## config.mk

```make
export PLATFORM = sky130hd
export DESIGN_NAME = flash_wstat_gen
export DESIGN_NICKNAME = d
export VERILOG_FILES = /design/src/rtl/flash_wstat_pkg.sv /design/src/rtl/flash_wstat_decode.sv /design/src/rtl/flash_wstat_toggle.sv /design/src/rtl/flash_wstat_tmo.sv /design/src/rtl/flash_wstat_encode.sv /design/src/rtl/flash_wstat_gen.sv
export SDC_FILE = /design/constraint.sdc
export NUM_CORES = 1
export LEC_CHECK = 0
export BUFFER_PORTS_ARGS = -buffer_cell sky130_fd_sc_hd__buf_2
export CAP_MARGIN = 20
export CORE_UTILIZATION = 30
export DETAILED_ROUTE_END_ITERATION = 6
export PLACE_DENSITY = 0.76
export SLEW_MARGIN = 0
export SYNTH_ARGS = -nofsm -noshare
export SYNTH_HDL_FRONTEND = slang
export SYNTH_SLANG_ARGS = --single-unit
```

## constraint.sdc

```tcl
create_clock -name clk -period 1.65 [get_ports clk]
set_clock_uncertainty 0.15 [all_clocks]
set_input_delay 0.2475 -clock clk [delete_from_list [all_inputs] [get_ports clk]]
set_output_delay 0.2475 -clock clk [all_outputs]
set_load 0.01 [all_outputs]
```

## src/rtl/flash_wstat_pkg.sv

```systemverilog
package flash_wstat_pkg;

  typedef enum logic [2:0] {
    FM_IDLE    = 3'd0,
    FM_PROG    = 3'd1,
    FM_ERASE   = 3'd2,
    FM_SUSP_RD = 3'd3,
    FM_SUSP_PG = 3'd4
  } fm_mode_e;

  localparam int STAT_W = 8;

  // Modes in which the device is busy and DQ6 advances on status reads
  function automatic logic f_busy_mode(input logic [2:0] m);
    return (m == FM_PROG) || (m == FM_ERASE) || (m == FM_SUSP_PG);
  endfunction

  // Modes in which DQ2 advances on status reads
  function automatic logic f_dq2_mode(input logic [2:0] m);
    return (m == FM_ERASE) || (m == FM_SUSP_RD);
  endfunction

  function automatic logic [STAT_W-1:0] f_status_word(
    input logic [2:0] m,
    input logic       pd7,
    input logic       t6,
    input logic       t2,
    input logic       tmo,
    input logic       win_open
  );
    logic [STAT_W-1:0] w;
    w = '0;
    case (m)
      FM_PROG, FM_SUSP_PG: begin
        w[7] = ~pd7;
        w[6] = t6;
        w[5] = tmo;
      end
      FM_ERASE: begin
        w[6] = t6;
        w[5] = tmo;
        w[3] = ~win_open;
        w[2] = t2;
      end
      FM_SUSP_RD: begin
        w[7] = 1'b1;
        w[6] = t6;
        w[2] = t2;
      end
      default: w = '0;
    endcase
    return w;
  endfunction

endpackage

```

## src/rtl/flash_wstat_decode.sv

```systemverilog
module flash_wstat_decode #(
  parameter int BANK_W = 2,
  parameter int SECT_W = 8
) (
  input  logic [2:0]        mode,
  input  logic              rd_stb,
  input  logic [BANK_W-1:0] rd_bank,
  input  logic [SECT_W-1:0] rd_sect,
  input  logic [BANK_W-1:0] busy_bank,
  input  logic [SECT_W-1:0] susp_sect,
  output logic              status_rd,
  output logic              flip6,
  output logic              flip2,
  output logic              ready
);
  import flash_wstat_pkg::*;

  logic bank_hit;
  logic sect_hit;

  always_comb begin
    bank_hit  = (rd_bank == busy_bank);
    sect_hit  = (rd_sect == susp_sect);
    status_rd = bank_hit && (f_busy_mode(mode) || ((mode == FM_SUSP_RD) && sect_hit));
    flip6     = rd_stb && status_rd && f_busy_mode(mode);
    flip2     = rd_stb && status_rd && f_dq2_mode(mode);
    ready     = !f_busy_mode(mode);
  end

endmodule

```

## src/rtl/flash_wstat_toggle.sv

```systemverilog
module flash_wstat_toggle (
  input  logic clk,
  input  logic rst_n,
  input  logic flip,
  output logic q
);
  always_ff @(posedge clk or negedge rst_n) begin
    if (!rst_n)    q <= 1'b0;
    else if (flip) q <= ~q;
  end
endmodule

```

## src/rtl/flash_wstat_tmo.sv

```systemverilog
module flash_wstat_tmo (
  input  logic clk,
  input  logic rst_n,
  input  logic set,
  input  logic clr,
  output logic q
);
  always_ff @(posedge clk or negedge rst_n) begin
    if (!rst_n)   q <= 1'b0;
    else if (clr) q <= 1'b0;
    else if (set) q <= 1'b1;
  end
endmodule

```

## src/rtl/flash_wstat_encode.sv

```systemverilog
module flash_wstat_encode #(
  parameter int DATA_W = 8
) (
  input  logic [2:0]        mode,
  input  logic              status_rd,
  input  logic              pd7,
  input  logic              t6,
  input  logic              t2,
  input  logic              tmo,
  input  logic              win_open,
  input  logic [DATA_W-1:0] array_data,
  output logic [DATA_W-1:0] dout
);
  import flash_wstat_pkg::*;

  logic [DATA_W-1:0] stat_word;

  always_comb begin
    stat_word           = '0;
    stat_word[STAT_W-1:0] = f_status_word(mode, pd7, t6, t2, tmo, win_open);
    dout                = status_rd ? stat_word : array_data;
  end

endmodule

```

## src/rtl/flash_wstat_gen.sv

```systemverilog
module flash_wstat_gen #(
  parameter int DATA_W = 8,
  parameter int BANK_W = 2,
  parameter int SECT_W = 8
) (
  input  logic              clk,
  input  logic              rst_n,
  input  logic [2:0]        mode_i,
  input  logic              rd_stb_i,
  input  logic [BANK_W-1:0] rd_bank_i,
  input  logic [SECT_W-1:0] rd_sect_i,
  input  logic [BANK_W-1:0] busy_bank_i,
  input  logic [SECT_W-1:0] susp_sect_i,
  input  logic              prog_dq7_i,
  input  logic              sel_open_i,
  input  logic              tmo_i,
  input  logic              tmo_clr_i,
  input  logic [DATA_W-1:0] array_i,
  output logic [DATA_W-1:0] dout_o,
  output logic              ready_o
);
  localparam int N_TOG = 2;

  // Named internal events, observed by the bound checker
  logic             status_rd;
  logic             flip6;
  logic             flip2;
  logic             t6_q;
  logic             t2_q;
  logic             tmo_q;
  logic [N_TOG-1:0] tog_flip;
  logic [N_TOG-1:0] tog_q;

  flash_wstat_decode #(.BANK_W(BANK_W), .SECT_W(SECT_W)) u_dec (
    .mode      (mode_i),
    .rd_stb    (rd_stb_i),
    .rd_bank   (rd_bank_i),
    .rd_sect   (rd_sect_i),
    .busy_bank (busy_bank_i),
    .susp_sect (susp_sect_i),
    .status_rd (status_rd),
    .flip6     (flip6),
    .flip2     (flip2),
    .ready     (ready_o)
  );

  assign tog_flip = {flip2, flip6};

  for (genvar g = 0; g < N_TOG; g++) begin : g_tog
    flash_wstat_toggle u_tog (
      .clk   (clk),
      .rst_n (rst_n),
      .flip  (tog_flip[g]),
      .q     (tog_q[g])
    );
  end

  assign t6_q = tog_q[0];
  assign t2_q = tog_q[1];

  flash_wstat_tmo u_tmo (
    .clk   (clk),
    .rst_n (rst_n),
    .set   (tmo_i),
    .clr   (tmo_clr_i),
    .q     (tmo_q)
  );

  flash_wstat_encode #(.DATA_W(DATA_W)) u_enc (
    .mode       (mode_i),
    .status_rd  (status_rd),
    .pd7        (prog_dq7_i),
    .t6         (t6_q),
    .t2         (t2_q),
    .tmo        (tmo_q),
    .win_open   (sel_open_i),
    .array_data (array_i),
    .dout       (dout_o)
  );

endmodule

```

==> impl_summary.log <==
[metrics] status: finished, violations left
[metrics] violated checks: setup timing
[metrics] diode insertion count for antenna repair: 0
[metrics] IO buf count: 46
[metrics] cell accounting for the most synthesized area: sky130_fd_sc_hd__xnor2_1
[metrics] Cell Int Power: around 0.00036 W
[metrics] number of antenna violations at the first check in global routing: 0
[metrics] count of fill cells added during filler insertion: between 90 and 100
[metrics] Reg-to-Reg Start: g_tog[1].u_tog.q$_DFFE_PN0P_
[metrics] placeable core area: around 1300 µm²
[metrics] data arrival time of the worst path: roughly 1.5 ns
[metrics] Relative slew margins: 0.8525
[metrics] detailed-router iteration count before antenna repair: 2
[metrics] number of flops mapped to enable cells by yosys: 0
[metrics] fraction of final layout cells with drive strength greater than 1: 0.6810
[metrics] period utilization: 1.162
[metrics] area added between synthesis and finish: 119.9%
[metrics] standard-cell rows: 13
[metrics] Boundary Pins: 47
[metrics] horizontal extent of the die: 40.26 µm
[metrics] Logic pwr share: 0.528
[metrics] clock root buffer master: sky130_fd_sc_hd__clkbuf_4
[metrics] TritonCTS Buffers: 3
[metrics] overall global routing resource usage: 0.1573
[metrics] die extent in y: 40.26 µm
[metrics] post-synth cell types: 22
[metrics] clock tree from TritonCTS: done
[metrics] gate family responsible for the most delay along the worst path: compound AO/OA/AOI/OAI gates
[metrics] net count after synthesis: 90
[metrics] hold violation total from the final report: 0
[metrics] number of nets with antenna violations after routing: 0
[metrics] Worst Path Class, Setup: in -> out
[metrics] number of global-route vias before repair: between 400 and 500
[metrics] FF+latch count, synth: 3
[metrics] top library cells by usage in the layout, fill and taps aside: sky130_fd_sc_hd__buf_2, sky130_fd_sc_hd__buf_4, sky130_fd_sc_hd__buf_6
[metrics] fraction of synthesis flops using an asynchronous set or reset pin: 1.000
[metrics] most common cell type on the critical path: sky130_fd_sc_hd__buf_6
[metrics] Static Leak: about 0.52 nW
[metrics] largest vdd supply drop: 0.3336 mV
[metrics] worst-path cell chain: buf_6 -> xnor2_2 -> nand3_2 -> o31a_4 -> nor2_8 -> mux2_4 -> buf_6
[metrics] commonest non-fill, non-tap cell in the layout: sky130_fd_sc_hd__buf_2
[metrics] largest net degree at the start of global routing: 6
[metrics] DRC viols: 0
[metrics] number of max-capacitance violations reported: 0
[metrics] crit-path max FO: 3
[metrics] sequential fraction of design power: 0.225
[metrics] vias per cell: 4.542
[metrics] endpoint of the worst-slack reg-to-reg timing path: g_tog[1].u_tog.q$_DFFE_PN0P_
[metrics] fmax: 0.5218 GHz
[metrics] number of levels in the clock H-tree: 1
[metrics] Worst-Skew Late Latency: 0.23 ns
[metrics] post-synthesis instance total: between 50 and 60
[metrics] WP buf/inv: 2
[metrics] post-layout net count: between 150 and 200
[metrics] register area share after synthesis: 0.1709
[metrics] worst-path cell with the longest stage delay: sky130_fd_sc_hd__o31a_4
[metrics] CP Data Required Time: around 1.3 ns
[metrics] biggest cell delay along the critical path: between 0.3 and 0.4 ns
[metrics] total length of routed wires: between 1000 and 1500 µm
[metrics] area of the die: 1621 µm²
[metrics] number of cells traversed by the worst hold path: 2
[metrics] Yosys warnings: 0
[metrics] number of pins with negative max-slew slack in the final report: 0
[metrics] Reg2Reg Setup Slack: roughly 0.83 ns
[metrics] clock input transition at the sequential cells of the worst setup and hold paths: ~0.040 ns
[metrics] startpoint type of the worst setup path: primary input
[metrics] Max Buffers Root-to-Sink: 2
[metrics] sum of overflow across all layers after global routing: 0
[metrics] classification of the worst-slack hold path: in -> reg
[metrics] R2R cell count: 1
[metrics] DP Wirelength: a little over 1000 µm
[metrics] share of the synthesized area in the top cell type: 0.2393
[metrics] worst hold slack: around 0.021 ns
[metrics] RD Place Congestion: 0.7460
[metrics] mean routed wirelength per cell: around 10 µm
[metrics] power dissipated by switching net loads: approximately 0.00017 W
[metrics] unrepaired setup endpoints after global routing: yes
[metrics] slew at the pin closest to its max-slew limit: roughly 0.22 ns
[metrics] # clock sinks: 3
[metrics] Setup violations, final: 8
[metrics] number of vias after detailed routing: ~600
[metrics] Mapped Area: between 400 and 500 µm²
[metrics] worst-case setup margin in the final layout: -0.2666 ns
[metrics] Clock power frac: 0.246
[metrics] Starting Density: 0.3293
[metrics] synth top area cells: sky130_fd_sc_hd__xnor2_1, sky130_fd_sc_hd__dfrtp_1, sky130_fd_sc_hd__nand2_1
[metrics] Most used DFF post-synth: sky130_fd_sc_hd__dfrtp_1
[metrics] global-route wire length before repair: roughly 1700 µm
[metrics] hold path start: tmo_clr_i
[metrics] switching power share of the total: 0.3202
[metrics] Worst Hold Path EP: u_tmo.q$_DFFE_PN0P_
[metrics] core occupancy in the finished layout: 0.7242
[metrics] average instance area after synthesis: between 8 and 9 µm²
[metrics] sort of element at the end of the critical path: output port
[metrics] crit path time final: ~1.9 ns
[metrics] setup_tns: -1.578 ns
[metrics] Iteration-0 DRC Markers: 1
[metrics] Power Dens Cells: between 500 and 600 nW/µm²
sequential cells by signal (all words and copies together) (netlist names):
| name | count |
|---|---|
| u_tmo.q | 1 |
| g_tog.u_tog.q | 2 |
cell usage after synthesis (2+ instances only):
master / instances
sky130_fd_sc_hd__nand2_1: 7
sky130_fd_sc_hd__dfrtp_1: 3
sky130_fd_sc_hd__nand3b_1: 2
sky130_fd_sc_hd__inv_1: 2
sky130_fd_sc_hd__o21ai_1: 2
sky130_fd_sc_hd__xnor2_1: 12
sky130_fd_sc_hd__nor2_1: 4
sky130_fd_sc_hd__xor2_1: 2
sky130_fd_sc_hd__nand3_1: 2
sky130_fd_sc_hd__mux2i_1: 2
sky130_fd_sc_hd__nor2b_1: 3
what timing repair did:
item / 4_1_cts / 5_1_grt
pin swaps: 9 / 3
setup buffers: 3 / 0
gates resized for setup: 8 / 9
endpoints found under the setup margin: 8 / 8
endpoints found under the hold margin: 3 / 0
hold buffers: 1 / 0
worst max-delay path by stage:
stage               slack (ns)  depth (start not counted)      startpoint         to
CTS                      -0.30                          7    rd_sect_i[4]  dout_o[7]
global placement         -0.31                          7  susp_sect_i[3]  dout_o[7]
global route             -0.35                          8    rd_sect_i[4]  dout_o[6]
floorplan                -0.05                          5  susp_sect_i[3]  dout_o[7]
finish                   -0.27                          7    rd_sect_i[4]  dout_o[7]
detailed placement       -0.33                          7  susp_sect_i[3]  dout_o[7]
kinds of logic after synthesis:
logic type / Yosys count / synth area share
buffers and inverters: 2 / 0.01710
and+or+nand+nor: 24 / 0.3504
muxes: 3 / 0.07123
DFF: 3 / 0.1709
xor gates and xnor gates: 14 / 0.2792
AOI/OAI and AO/OA: 6 / 0.1111
layer usage:
layer / GRT usage / vias up / part of all wire
met5: 0 / - / 0
met4: 0.05000 / 0 / 0
met3: 0.01667 / 0 / 0.082
met2: 0.3347 / 32 / 0.57
met1: 0.1505 / 261 / 0.35
li1: - / 302 / -
power by group through the flow:
stage / logic (W) / registers [W] / clock network, W
floorplan: 0.000126 / 0.000116 / 0
global placement: 0.000232 / 0.000120 / 0
detailed placement: 0.000238 / 0.000120 / 0
CTS: 0.000264 / 0.000120 / 0.000133
global route: 0.000306 / 0.000123 / 0.000143
finish: 0.000282 / 0.000120 / 0.000131
stage by stage:
step | setup slack, ns | power (W) | cell area [µm²] | cells
final | -0.2666 | 0.0005332 | 965.9 | 131
after global routing | -0.3530 | 0.0005721 | 965.9 | 131
after CTS | -0.2966 | 0.0005166 | 913.4 | 131
after detailed placement | -0.3300 | 0.0003581 | 800.8 | 123
after global placement | -0.3072 | 0.0003520 | 800.8 | 123
after floorplan | -0.05337 | 0.0002414 | 476.7 | 52
cell type report:
cell class                 count  area (µm²)  area share
inverter                       2       7.507    0.007772
sequential                     3       75.07     0.07772
multi-input combinational     47       427.9      0.4430
clock buffer                   4       26.28     0.02720
timing repair buffer          60       410.4      0.4249
tap                           15       18.77     0.01943
No activity file was read; power rests on OpenSTA's default activity.
